--- src/rtl/dsp_mul17_pkg.sv ---
package dsp_mul17_pkg;
  localparam int DW = 16;          // operand width
  localparam int BW = 8;           // byte operand width
  localparam int EW = DW + 1;      // extended operand width
  localparam int PW = 2 * EW - 1;  // core product width
  localparam int OW = 40;          // accumulator-width output
  localparam int FB = 2 * DW - 1;  // fractional bits of 1.31 result
  localparam int RW = 2 * BW;      // byte-mode result width

  // Widen an operand to EW bits by its signedness; byte size uses bit BW-1.
  function automatic logic [EW-1:0] widen(input logic [DW-1:0] v,
                                          input logic sgn,
                                          input logic byt);
    logic [EW-1:0] w;
    if (byt)
      w = {{(EW-BW){sgn & v[BW-1]}}, v[BW-1:0]};
    else
      w = {sgn & v[DW-1], v};
    return w;
  endfunction

  // Signed product of two EW-bit values, PW bits wide.
  function automatic logic [PW-1:0] core_mul(input logic [EW-1:0] a,
                                             input logic [EW-1:0] b);
    logic signed [PW-1:0] sa;
    logic signed [PW-1:0] sb;
    sa = $signed({{(PW-EW){a[EW-1]}}, a});
    sb = $signed({{(PW-EW){b[EW-1]}}, b});
    return sa * sb;
  endfunction

  // Sign-extend the core product to the output width.
  function automatic logic [OW-1:0] sext_out(input logic [PW-1:0] p);
    return {{(OW-PW){p[PW-1]}}, p};
  endfunction
endpackage

--- src/rtl/dm_opnd_ext.sv ---
module dm_opnd_ext
  import dsp_mul17_pkg::*;
(
  input  logic [DW-1:0] val,
  input  logic          is_signed,
  input  logic          byte_sel,
  output logic [EW-1:0] wide
);
  always_comb wide = widen(val, is_signed, byte_sel);
endmodule

--- src/rtl/dm_mul_array.sv ---
module dm_mul_array
  import dsp_mul17_pkg::*;
(
  input  logic [EW-1:0] a_ext,
  input  logic [EW-1:0] b_ext,
  output logic [PW-1:0] prod
);
  always_comb prod = core_mul(a_ext, b_ext);
endmodule

--- src/rtl/dm_scaler.sv ---
module dm_scaler
  import dsp_mul17_pkg::*;
(
  input  logic [PW-1:0] prod,
  input  logic          frac_mode,
  input  logic          byte_size,
  output logic [OW-1:0] scaled,
  output logic          guard_spill
);
  logic [OW-1:0] ext;

  always_comb begin
    ext = sext_out(prod);
    if (frac_mode)
      scaled = {ext[OW-2:0], 1'b0};
    else if (byte_size)
      scaled = {{(OW-RW){1'b0}}, prod[RW-1:0]};
    else
      scaled = ext;
  end

  // Fractional value no longer fits 1.31: guard bits differ from bit 31.
  always_comb
    guard_spill = frac_mode && (scaled[OW-1:FB+1] != {(OW-FB-1){scaled[FB]}});
endmodule

--- src/rtl/dsp_mul17.sv ---
module dsp_mul17
  import dsp_mul17_pkg::*;
(
  input  logic          clk,
  input  logic          rst,
  input  logic          start,
  input  logic [DW-1:0] op_a,
  input  logic [DW-1:0] op_b,
  input  logic          a_signed,
  input  logic          b_signed,
  input  logic          frac_mode,
  input  logic          byte_size,
  output logic [OW-1:0] result
);
  logic [1:0][DW-1:0] ops;
  logic [1:0]         sgns;
  logic [1:0][EW-1:0] wides;
  logic               byte_eff;
  logic [PW-1:0]      prod33;
  logic [OW-1:0]      next_result;
  logic               guard_spill;

  assign ops      = {op_b, op_a};
  assign sgns     = {b_signed, a_signed};
  assign byte_eff = byte_size & ~frac_mode;   // fractional overrides size

  for (genvar i = 0; i < 2; i++) begin : g_ext
    dm_opnd_ext u_ext (
      .val       (ops[i]),
      .is_signed (sgns[i]),
      .byte_sel  (byte_eff),
      .wide      (wides[i])
    );
  end

  dm_mul_array u_arr (
    .a_ext (wides[0]),
    .b_ext (wides[1]),
    .prod  (prod33)
  );

  dm_scaler u_scl (
    .prod        (prod33),
    .frac_mode   (frac_mode),
    .byte_size   (byte_eff),
    .scaled      (next_result),
    .guard_spill (guard_spill)
  );

  always_ff @(posedge clk) begin
    if (rst)
      result <= '0;
    else if (start)
      result <= next_result;
  end
endmodule

--- config.mk ---
export PLATFORM = sky130hd
export DESIGN_NAME = dsp_mul17
export DESIGN_NICKNAME = d
export VERILOG_FILES = /design/src/rtl/dsp_mul17_pkg.sv /design/src/rtl/dm_opnd_ext.sv /design/src/rtl/dm_mul_array.sv /design/src/rtl/dm_scaler.sv /design/src/rtl/dsp_mul17.sv
export SDC_FILE = /design/constraint.sdc
export NUM_CORES = 1
export LEC_CHECK = 0
export BUFFER_PORTS_ARGS = -buffer_cell sky130_fd_sc_hd__buf_2
export CAP_MARGIN = 10
export CORE_ASPECT_RATIO = 2
export CORE_MARGIN = 1.5
export CORE_UTILIZATION = 30
export DETAILED_ROUTE_END_ITERATION = 16
export PLACE_DENSITY = 0.52
export REMOVE_ABC_BUFFERS = 1
export SETUP_SLACK_MARGIN = 0.1
export SLEW_MARGIN = 20
export SYNTH_ARGS = -nofsm -noshare
export SYNTH_HDL_FRONTEND = slang
export SYNTH_HIERARCHICAL = 1
export SYNTH_SLANG_ARGS = --single-unit
--- constraint.sdc ---
create_clock -name clk -period 8.05 [get_ports clk]
set_clock_uncertainty 0.1 [all_clocks]
set_input_delay 1.61 -clock clk [delete_from_list [all_inputs] [get_ports clk]]
set_output_delay 1.61 -clock clk [all_outputs]
set_load 0.02 [all_outputs]
==> results of run 1 <==
-- how the worst min path moves through the flow --
stage / end / slack [ns] / start
after floorplan: result[0] / 0.48 / result[0]
after global placement: result[18] / 0.37 / result[18]
after detailed placement: result[27] / 0.38 / result[27]
after CTS: result[27] / 0.39 / result[27]
after global routing: result[31] / 0.42 / result[31]
final: result[27] / 0.39 / result[27]
-- worst max-delay path, delay by kind of cell --
kind	cells	cell delay (ns)
simple gates	6	0.88
compound gates	7	1.32
fa+ha+maj	7	3.36
mux	1	0.07
buf+inv	10	1.04
-- cell type report --
cell class	count	area (µm²)	share of cell area (%)
Timing Repair Buffer	296	2280	14.1
Multi-Input combinational cell	984	11100	68.1
Clock inverter	3	46.3	0.285
Tap cell	550	688	4.24
Clock buffer	5	125	0.770
Inverter	330	1240	7.64
Sequential cell	40	801	4.93
-- cell usage in the layout, fill, tap and decap left out, types with 15 or more instances in the layout --
cell and count:
inv_2 19, nand2_1 136, fa_1 277, dfxtp_1 40
ha_1 74, buf_4 177, and2_1 136, a22o_1 15
nor2_1 64, buf_2 76, mux2i_1 40, inv_1 310
buf_6 31, xnor2_1 25
-- metal layers --
layer	up-vias	track usage, %	wire length (µm)
li1	4698	-	-
met3	119	1.05	609
met4	0	11.3	3260
met2	195	37.8	24200
met5	-	0	0
met1	5249	14.9	11100
-- metrics by stage --
step | hold WS [ns] | setup slack, ns | area, µm² | instances | setup TNS [ns]
floorplan | 0.479 | -1.18 | 12700 | 1354 | -20.63
global placement | 0.372 | -0.658 | 15100 | 2160 | -9.92
detailed placement | 0.378 | -0.745 | 15100 | 2160 | -11.21
CTS | 0.393 | -0.199 | 15900 | 2193 | -1.55
global route | 0.424 | -0.360 | 16200 | 2208 | -4.09
finish | 0.387 | -0.122 | 16200 | 2208 | -0.923
-- repair_timing --
item                                    CTS  global route
endpoints found under the setup margin   23            23
hold endpoints to repair                  0             0
pin swaps                                69            62
setup buffers                            22            16
resized for setup                        93            74
gates cloned                              3             1
==> results by group, run 1 <==
Status
  • Status: finished with violations
  • Violated checks: negative setup slack

Detailed routing
  • Avg WL per Cell: 17.8 µm
  • Number of design rule violations left after detail routing: 0
  • Count of routing violations after the opening detailed-route iteration: 289
  • Total Wirelength: 39,200 µm
  • Routed via count: 10,261
  • Remaining antenna violation count: 0
  • Via-per-instance ratio: 4.65
  • Number of iterations in the first detailed-routing pass: 5

Global route
  • Antenna violations before repair: 1
  • Largest net degree at the start of global routing: 41
  • Vias in the first global route: 11,727
  • Total global-route track usage: 17.8%
  • Wire length of the first global-routing pass: 60,700 µm
  • Total grt overflow: 0

Floorplanning
  • Width of the die: 151 µm
  • Total Die Area: 0.0453 mm²
  • Rows: 108
  • Initial core utilization: 30.4%
  • Vertical die dimension: 300 µm
  • Total core area: 0.0434 mm²
  • Number of placed I/O pins: 79

Clock network
  • TritonCTS clock tree: built
  • Clock-pin transition on the worst setup and hold timing paths: 0.06 ns
  • CTS Sinks: 40
  • Buffer levels on the longest clock path: 2
  • H-tree depth: 2
  • Worst-skew pair later-pin latency: 0.28 ns
  • Cts hold-fix bufs: 0
  • Root buffer selected by CTS: clkbuf_16
  • CTS buffer count: 5

STA
  • Slew @ Worst Pin: 0.717 ns
  • Slew margin rel.: 52.2%
  • Total of endpoints with negative setup slack in the final report: 9
  • Minimum clock period after layout: 8.17 ns
  • Fmax: 122 MHz
  • Final worst-path cycle share: 102%
  • Hold violation total from the final report: 0
  • RSZ-0062 raised after global routing: true
  • Final setup slack of the worst path: -0.122 ns
  • Pins Over Slew Limit: 0

Layout
  • Post-synthesis to final-layout area growth: 23.2%
  • Share of the core filled with cells in the final layout: 37.4%
  • Registers with the highest flip-flop counts: result: 40 flops
  • Share of final-layout standard cells stronger than drive strength 1: 26.3%
  • Flip-flop count of the largest register after layout: 40
  • Register containing the most flip-flops in the final layout: result
  • Number of antenna cells inserted: 0
  • Count of nets after finishing: 2,069
  • Number of fillers in the final layout: 4,372

Worst setup path
  • Required @ worst endpoint: 8.16 ns
  • Origin of the worst setup path: frac_mode
  • Crit path max fanout: 8
  • Type of origin of the critical path: input pin
  • Critical Path Sink: result[38]
  • Endpoint of the most critical register-to-register path: result[12]
  • Register-to-register path setup slack: 7.29 ns
  • Critical path type: input pin to flip-flop
  • Most frequent cell on the critical path: buf_6
  • Critical Path AT: 8.28 ns
  • Reg-to-Reg Start: result[12]
  • Worst Setup End Kind: flip-flop
  • Worst reg-to-reg path cell count: 2
  • Slowest stage delay, CP: 0.64 ns
  • Slowest cell on the critical path: fa_2

Placed design
  • Number of buffers added on ports: 78
  • Routability congestion estimate from global placement: 0.888
  • HPWL after detailed placement: 34,200 µm

Logic synthesis
  • Mapped cell area: 0.0132 mm²
  • Count of yosys warnings during synthesis: 6
  • Mean post-synth cell area: 9.20 µm²
  • Cells after synthesis: 1,434

Hold path
  • Worst Hold Path Cells: 2
  • Type of the most critical hold path: flip-flop to flip-flop

Job
  • Maximum capacitance violations: 0
Power of run 1 is not shown: default switching activity piles up to over one toggle a cycle in this logic, so the estimate is an artifact.
==> run 2, diff against run 1 <==
CORE_ASPECT_RATIO = 0.7   (was 2)
MAX_ROUTING_LAYER = met4   (was unset)
==> run 2 against run 1 <==
The run still ends with negative setup slack left. Sequential cell count is the same. Final area shrank 1.1%. Setup slack lost 0.056 ns. Register-to-register slack gained 0.02 ns. Global-route usage shrank 0.98 points. Routed wire length shrank 11%. Die area shrank 0.12%. Non-clock buffer count shrank 23. Critical path depth shrank 1. First-iteration DRC count grew 84%. Via count shrank 4.4%.
==> results by group, run 2 (synthesis gave the netlist of run 1 again) <==
Status
  • Status: finished with violations
  • Violated checks: negative setup slack

Worst setup path
  • Worst path bufs/invs: 8
  • Slowest stage delay, CP: 0.61 ns
  • Crit path max fanout: 7
  • Register-to-register path setup slack: 7.31 ns
  • Critical Path Stages: 30
  • Endpoint of the most critical register-to-register path: result[9]
  • Worst Setup End Kind: flip-flop
  • Slowest cell on the critical path: fa_1
  • Type of origin of the critical path: input pin
  • Critical Path AT: 8.34 ns
  • Required @ worst endpoint: 8.16 ns
  • Most frequent cell on the critical path: fa_1
  • Reg-to-Reg Start: result[9]
  • Worst reg-to-reg path cell count: 2
  • Critical path type: input pin to flip-flop
  • Top delay family on crit path: adder cells

Global route
  • Largest net degree at the start of global routing: 41
  • Antenna violations before repair: 0
  • Wire length of the first global-routing pass: 58,600 µm
  • Total grt overflow: 0
  • Total global-route track usage: 16.8%
  • Vias in the first global route: 10,547

Detailed routing
  • Via-per-instance ratio: 4.40
  • Total Wirelength: 35,100 µm
  • Number of iterations in the first detailed-routing pass: 5
  • Routed via count: 9,812
  • Count of routing violations after the opening detailed-route iteration: 532
  • Remaining antenna violation count: 0
  • Number of design rule violations left after detail routing: 0
  • Avg WL per Cell: 15.8 µm

STA
  • Hold violation total from the final report: 0
  • Slew @ Worst Pin: 0.728 ns
  • Pins Over Slew Limit: 0
  • Final setup slack of the worst path: -0.179 ns
  • RSZ-0062 raised after global routing: true
  • Slew margin rel.: 51.5%
  • Fmax: 122 MHz
  • Minimum clock period after layout: 8.23 ns
  • Final worst-path cycle share: 102%
  • Total of endpoints with negative setup slack in the final report: 9

Layout
  • Count of nets after finishing: 2,046
  • Most common cell after layout, fill and taps aside: inv_1
  • Number of antenna cells inserted: 0
  • Share of final-layout standard cells stronger than drive strength 1: 25.0%
  • Number of fillers in the final layout: 4,465
  • Registers with the highest flip-flop counts: result: 40 flops
  • Finished Layout Cells: 2,229
  • Flip-flop count of the largest register after layout: 40
  • Post-synthesis to final-layout area growth: 21.9%
  • Share of the core filled with cells in the final layout: 36.9%
  • Leading cell types in the layout, fill and taps excluded: inv_1, fa_1, buf_4
  • Register containing the most flip-flops in the final layout: result

Floorplanning
  • Number of placed I/O pins: 79
  • Initial core utilization: 30.3%
  • Total Die Area: 0.0452 mm²
  • Total core area: 0.0436 mm²
  • Width of the die: 254 µm
  • Vertical die dimension: 178 µm
  • Rows: 64

Placed design
  • Number of buffers added on ports: 78
  • HPWL after detailed placement: 30,300 µm
  • Routability congestion estimate from global placement: 0.866
  • Cell total after placement: 2,188

Clock network
  • TritonCTS clock tree: built
  • Worst-skew pair later-pin latency: 0.28 ns
  • CTS Sinks: 40
  • CTS buffer count: 5
  • Buffer levels on the longest clock path: 2
  • Cts hold-fix bufs: 0
  • H-tree depth: 2
  • Clock-pin transition on the worst setup and hold timing paths: 0.05 ns
  • Root buffer selected by CTS: clkbuf_16

Job
  • Maximum capacitance violations: 0

Hold path
  • Worst Hold Path Cells: 2
  • WHS Endpoint: result[17]
  • Hold wc startpoint: result[17]
  • Type of the most critical hold path: flip-flop to flip-flop
-- run 2: layer usage --
layer  routed length, µm  vias up  GRT usage, %  part of all wire [%]
li1                    -     4646             -                     -
met1               19500     4973          27.0                    56
met2               14100      179          23.2                    40
met3                1280       14          1.40                   3.6
met4                 240        0          1.77                  0.68
met5                   0        -             -                     0
-- run 2: area by class of cell --
type,instances,area [µm²],share of cell area (%)
timing repair buffer,273,2060,12.8
inverter,330,1240,7.71
tap,594,743,4.62
sequential,40,801,4.98
multi-input combinational,984,11100,69.0
clock buffer,8,146,0.911
-- run 2: worst max path at each step --
stage,start,endpoint,slack (ns)
finish,byte_size,result[35],-0.18
global route,frac_mode,result[38],-0.46
CTS,frac_mode,result[35],-0.21
detailed placement,frac_mode,result[34],-0.66
global placement,frac_mode,result[33],-0.63
floorplan,byte_size,result[33],-1.18
-- run 2: timing repair --
| item | 4_1_cts | 5_1_grt |
|---|---|---|
| hold endpoints to repair | 0 | 0 |
| endpoints found under the setup margin | 18 | 25 |
| pin swaps | 30 | 66 |
| gates cloned | 1 | 2 |
| setup buffers | 11 | 20 |
| resized for setup | 45 | 102 |
-- run 2: per-stage QoR --
step / TNS [ns] / cell area (µm²) / hold slack (ns) / setup WS, ns
after floorplan: -20.63 / 12700 / 0.479 / -1.18
after global placement: -8.78 / 15100 / 0.370 / -0.629
after detailed placement: -9.06 / 15100 / 0.378 / -0.659
after CTS: -1.73 / 15500 / 0.392 / -0.215
after global routing: -5.27 / 16100 / 0.436 / -0.460
final: -1.46 / 16100 / 0.385 / -0.179
-- run 2: worst reg2reg max path: stages (launching register included) --
cell     delay (ns)
dfxtp_1        0.32
mux2i_1        0.14
nor2_1         0.05
Power of run 2 is left out for the same reason.
